$ cat src/rtl/collatz_stop_core.sv
module collatz_stop_core #(
  parameter int W          = 128,
  parameter int CW         = 32,
  parameter int STEP_LIMIT = 1000000
) (
  input  logic          clk,
  input  logic          rst_n,
  input  logic          start_valid,
  input  logic [W-1:0]  start_value,
  output logic          start_ready,
  output logic          done_valid,
  input  logic          done_ack,
  output logic [CW-1:0] steps,
  output logic [W-1:0]  peak,
  output logic          overflow,
  output logic          timeout
);

  localparam logic [CW-1:0] LIM = CW'(STEP_LIMIT);

  typedef enum logic [1:0] {S_IDLE, S_RUN, S_DONE} state_t;
  state_t state;

  logic [W-1:0] cur, origin;

  wire [W:0]    half    = {2'b00, cur[W-1:1]};
  wire [W:0]    odd_nx  = {1'b0, cur} + half + {{W{1'b0}}, 1'b1};
  wire [W:0]    nx      = cur[0] ? odd_nx : half;
  wire          ovf     = nx[W];
  wire [W-1:0]  nv      = nx[W-1:0];
  wire [CW-1:0] cnt_nx  = steps + 1'b1;
  wire          below   = nv < origin;
  wire          at_lim  = cnt_nx == LIM;

  assign start_ready = state == S_IDLE;
  assign done_valid  = state == S_DONE;

  always_ff @(posedge clk) begin
    if (!rst_n) begin
      state    <= S_IDLE;
      cur      <= '0;
      origin   <= '0;
      steps    <= '0;
      peak     <= '0;
      overflow <= 1'b0;
      timeout  <= 1'b0;
    end else begin
      case (state)
        S_IDLE: if (start_valid) begin
          state    <= S_RUN;
          cur      <= start_value;
          origin   <= start_value;
          peak     <= start_value;
          steps    <= '0;
          overflow <= 1'b0;
          timeout  <= 1'b0;
        end
        S_RUN: begin
          if (ovf) begin
            overflow <= 1'b1;
            state    <= S_DONE;
          end else begin
            cur   <= nv;
            steps <= cnt_nx;
            if (nv > peak) peak <= nv;
            if (below) state <= S_DONE;
            else if (at_lim) begin
              timeout <= 1'b1;
              state   <= S_DONE;
            end
          end
        end
        S_DONE: if (done_ack) state <= S_IDLE;
        default: state <= S_IDLE;
      endcase
    end
  end

  p_ready_excl_r1: assert property (@(posedge clk) disable iff (!rst_n)
    start_ready |-> !done_valid);

  p_busy_ignores_r1: assert property (@(posedge clk) disable iff (!rst_n)
    (state == S_RUN) |=> $stable(origin));

  p_count_r4: assert property (@(posedge clk) disable iff (!rst_n)
    (state == S_RUN && !overflow && !ovf) |=> steps == $past(steps) + 1'b1);

  p_drop_r4: assert property (@(posedge clk) disable iff (!rst_n)
    (done_valid && !overflow && !timeout) |-> cur < origin);

  p_peak_r5: assert property (@(posedge clk) disable iff (!rst_n)
    (state != S_IDLE) |-> peak >= cur);

  p_flag_excl_r6: assert property (@(posedge clk) disable iff (!rst_n)
    done_valid |-> !(overflow && timeout));

  p_limit_r7: assert property (@(posedge clk) disable iff (!rst_n)
    (done_valid && timeout) |-> steps == LIM);

  p_hold_r8: assert property (@(posedge clk) disable iff (!rst_n)
    (done_valid && !done_ack) |=> done_valid && $stable(steps) && $stable(peak)
                                  && $stable(overflow) && $stable(timeout));

  p_release_r8: assert property (@(posedge clk) disable iff (!rst_n)
    (done_valid && done_ack) |=> start_ready);

endmodule

$ cat config.mk
export PLATFORM = sky130hd
export DESIGN_NAME = collatz_stop_core
export DESIGN_NICKNAME = d
export VERILOG_FILES = /design/src/rtl/collatz_stop_core.sv
export SDC_FILE = /design/constraint.sdc
export NUM_CORES = 2
export LEC_CHECK = 0
export CAP_MARGIN = 20
export CORE_UTILIZATION = 45
export DETAILED_ROUTE_END_ITERATION = 7
export PLACE_DENSITY = 0.67
export RECOVER_POWER = 25
export REMOVE_ABC_BUFFERS = 1
export SLEW_MARGIN = 20
export SYNTH_ARGS = -nofsm -noshare
export SYNTH_HDL_FRONTEND = slang
export SYNTH_SLANG_ARGS = --single-unit
$ cat constraint.sdc
create_clock -name clk -period 17.5 [get_ports clk]
set_input_delay 4.375 -clock clk [delete_from_list [all_inputs] [get_ports clk]]
set_output_delay 4.375 -clock clk [all_outputs]
set_load 0.02 [all_outputs]
==> summary.txt <==
status - finished, violations left
violated checks - max-capacitance violations, max-slew violations
Die H - 275.9 µm
Worst path max stage delay - 2.58 ns
Crit-path slowest cell - nand2_1
Rel. slew slack - -142.8%
Hold WC Path Type - reg -> reg
switching power - 2.911 mW
count leader, synth - nand2_1
Placed Cells - 5631
count of pins over their slew limit - 197
Area contributors post-synth - dfxtp_1 25%, ha_1 14%, nand2_1 8.9%
Comb pwr share - 58.4%
Die Footprint - 0.07610 mm²
Internal - 3.219 mW
post-CTS setup buffer count - 0
row count - 100
Num CTS Buffers - 51
total track usage - 29.65%
FF+latch area - 0.008412 mm²
final instance count without filler cells - 5724
post-CTS sizing - 0
drc violations - 0
cell area after synthesis - 0.03375 mm²
Switching Fraction - 47.49%
setup TNS - 0 ns
Mapped Avg Cell Area - 7.337 µm²
hold_ws - 0.4507 ns
number of port buffers - 295
fin crit share - 53.68%
Area Growth Syn to Fin - 15.02%
grt total ovfl - 0
clock power share - 18.5%
H-tree lvl count - 2
unrepaired setup endpoints after global routing - false
Seq cells post-synth - 420
Tmin final - 9.394 ns
layout cells sized above 1 - 5.449%
Boundary Pins - 296
Sink Count - 420
Routed Antenna Nets - 0
final core occ - 52.23%
fill count - 7394
max-cap violations - 3
area leader, netlist - dfxtp_1
CTS tree - done
first-pass GRT wire length - 179400 µm
total power - 6.130 mW
clock tree buffer depth - 3
largest net degree at the start of global routing - 159
Starting Density - 45.41%
worst-margin pin slew - 3.634 ns
final setup fails - 0
vias in the first global route - 31530
Syn Inst Count - 4600
via count - 33490
WL per Instance - 20.28 µm
Worst setup SP type - input pin
Hold Buf Count CTS - 0
EDFF count, synth - 0
f_max - 106.5 MHz
Cell Chain, Critical Path - dlygate4sd3_1 -> nand2_1 -> clkbuf_1 -> nor2_1 -> a211o_1 -> a31oi_1
sequential share of power - 23.1%
ys async rst share - 0%
Worst EP required - 18.05 ns
P_leak - 16.49 nW
Max FO, Critical Path - 88
endpoint class of the critical path - register
area taken by multi-input logic gates - 0.02308 mm²
Most used DFF post-synth - dfxtp_1
Vias/cell - 5.850
post-synth top area share - 24.91%
Worst EP arrival - 9.94 ns
P per Cell Area - 157.9 mW/mm²
sequential fraction of the synthesis area - 24.91%
global placer's final weighted congestion - 1.006
Layout Nets - 5231
Yosys warnings - 0
final wirelength - 116100 µm
Crit Path Class - in -> reg
First DRT Iteration DRCs - 2415
first drt pass iteration count - 5
clk_lat worst skew - 0.63 ns
Die Span X - 275.9 µm
maximum vdd drop - 0.08536 mV
Yosys cell types - 89
Core Box Area - 0.07432 mm²
clk slew on worst S/H paths - 0.06 ns
final-report hold violation count - 0
most instantiated cells after synthesis - 798 x nand2_1, 526 x a21oi_1, 420 x dfxtp_1, 383 x ha_1, 323 x inv_1
initial antenna violation count - 10
Worst Skew - 0.01586 ns
DP HPWL - 85850 µm
clk root buf - clkbuf_16
-- cells by family (layout without fill, tap and decap cells) --
| group | after synthesis | in the layout | synth area share, % |
|---|---|---|---|
| other | 0 | 2 | 0 |
| buffers and inverters | 579 | 732 | 6.795 |
| AND/OR/NAND/NOR | 1589 | 1589 | 20.92 |
| multiplexers | 197 | 197 | 6.247 |
| flip-flops | 420 | 420 | 24.91 |
| adder cells (fa/ha/maj) | 384 | 384 | 14.26 |
| AO/OA/AOI/OAI | 1296 | 1296 | 23.37 |
| XOR/XNOR | 135 | 135 | 3.503 |
-- metrics by stage --
step,instance area (µm²),setup slack [ns]
4_1_cts,38850,8.190
5_1_grt,38810,7.710
3_5_place_dp,37090,8.243
3_3_place_gp,37090,8.381
6_report,38820,8.106
2_1_floorplan,32670,5.425
-- power by group through the flow --
| stage | clock (mW) | sequential, mW | combinational, mW |
|---|---|---|---|
| floorplan | 0 | 1.48 | 2.32 |
| global placement | 0 | 1.43 | 3.51 |
| detailed placement | 0 | 1.43 | 3.54 |
| CTS | 1.15 | 1.42 | 3.56 |
| global route | 1.19 | 1.45 | 3.94 |
| finish | 1.13 | 1.42 | 3.58 |
-- state kept, by name, summed over array words and instances, names as in the netlist --
name / count
cur: 128
origin: 128
peak: 128
steps: 32
state: 2
overflow: 1
timeout: 1
-- final timing paths --
| check | start | endpoint | slack [ns] | depth (start not counted) |
|---|---|---|---|---|
| worst min-delay path | timeout$_SDFFE_PN0P_ | timeout$_SDFFE_PN0P_ | 0.45 | 2 |
| worst max-delay path | start_valid | cur[0]$_SDFFE_PN0P_ | 8.11 | 6 |
| worst max register to register | cur[0]$_SDFFE_PN0P_ | peak[21]$_SDFFE_PN0P_ | 8.33 | 26 |
| worst min register to register | timeout$_SDFFE_PN0P_ | timeout$_SDFFE_PN0P_ | 0.45 | 2 |
-- cell type report --
class	instances	area share, %
well taps	969	3.123
repair buffers	317	8.071
clock inverters	18	0.6897
inverters	324	3.152
diodes	2	0.01289
multi-input cells	3601	59.45
clock buffers	73	3.836
flip-flops and latches	420	21.67
-- worst max-delay path: cells and delay by family --
kind	cells	cell delay, ns
buffers and inverters	2	2.42
AND/OR/NAND/NOR	2	2.65
AO/OA/AOI/OAI	2	0.47
-- routing by layer --
layer  vias to the layer above  track usage [%]  share of wire (%)
li1                      16470                -                  -
met1                     15910            41.83                 47
met2                       921            46.23                 44
met3                       161            5.220                6.9
met4                        20            7.692                2.5
met5                         -                0               0.12
-- cells in the final DEF, fill, tap and decap left out, types with 14 or more instances in the layout --
master,netlist,routed
nand2_1,798,798
a21oi_1,526,526
dfxtp_1,420,419
ha_1,383,383
inv_1,323,322
nor2_1,305,305
o21ai_0,265,265
clkdlybuf4s50_1,0,234
a21o_1,159,159
nand4_1,122,122
mux2_2,108,108
mux2i_1,88,88
nand3_1,86,86
xnor2_1,84,84
nor3_1,76,76
dlygate4sd3_1,0,60
xor2_1,51,51
a31oi_1,50,51
clkbuf_16,0,51
o21bai_1,44,44
or3_1,36,36
nor4_1,30,30
and3_1,28,28
o31ai_1,28,27
nor2b_1,28,27
a211oi_1,26,26
o21a_1,24,24
o211ai_1,22,22
nand2b_1,22,21
buf_4,9,19
a211o_1,14,14
Note: power is estimated with default switching activity, not from simulation.
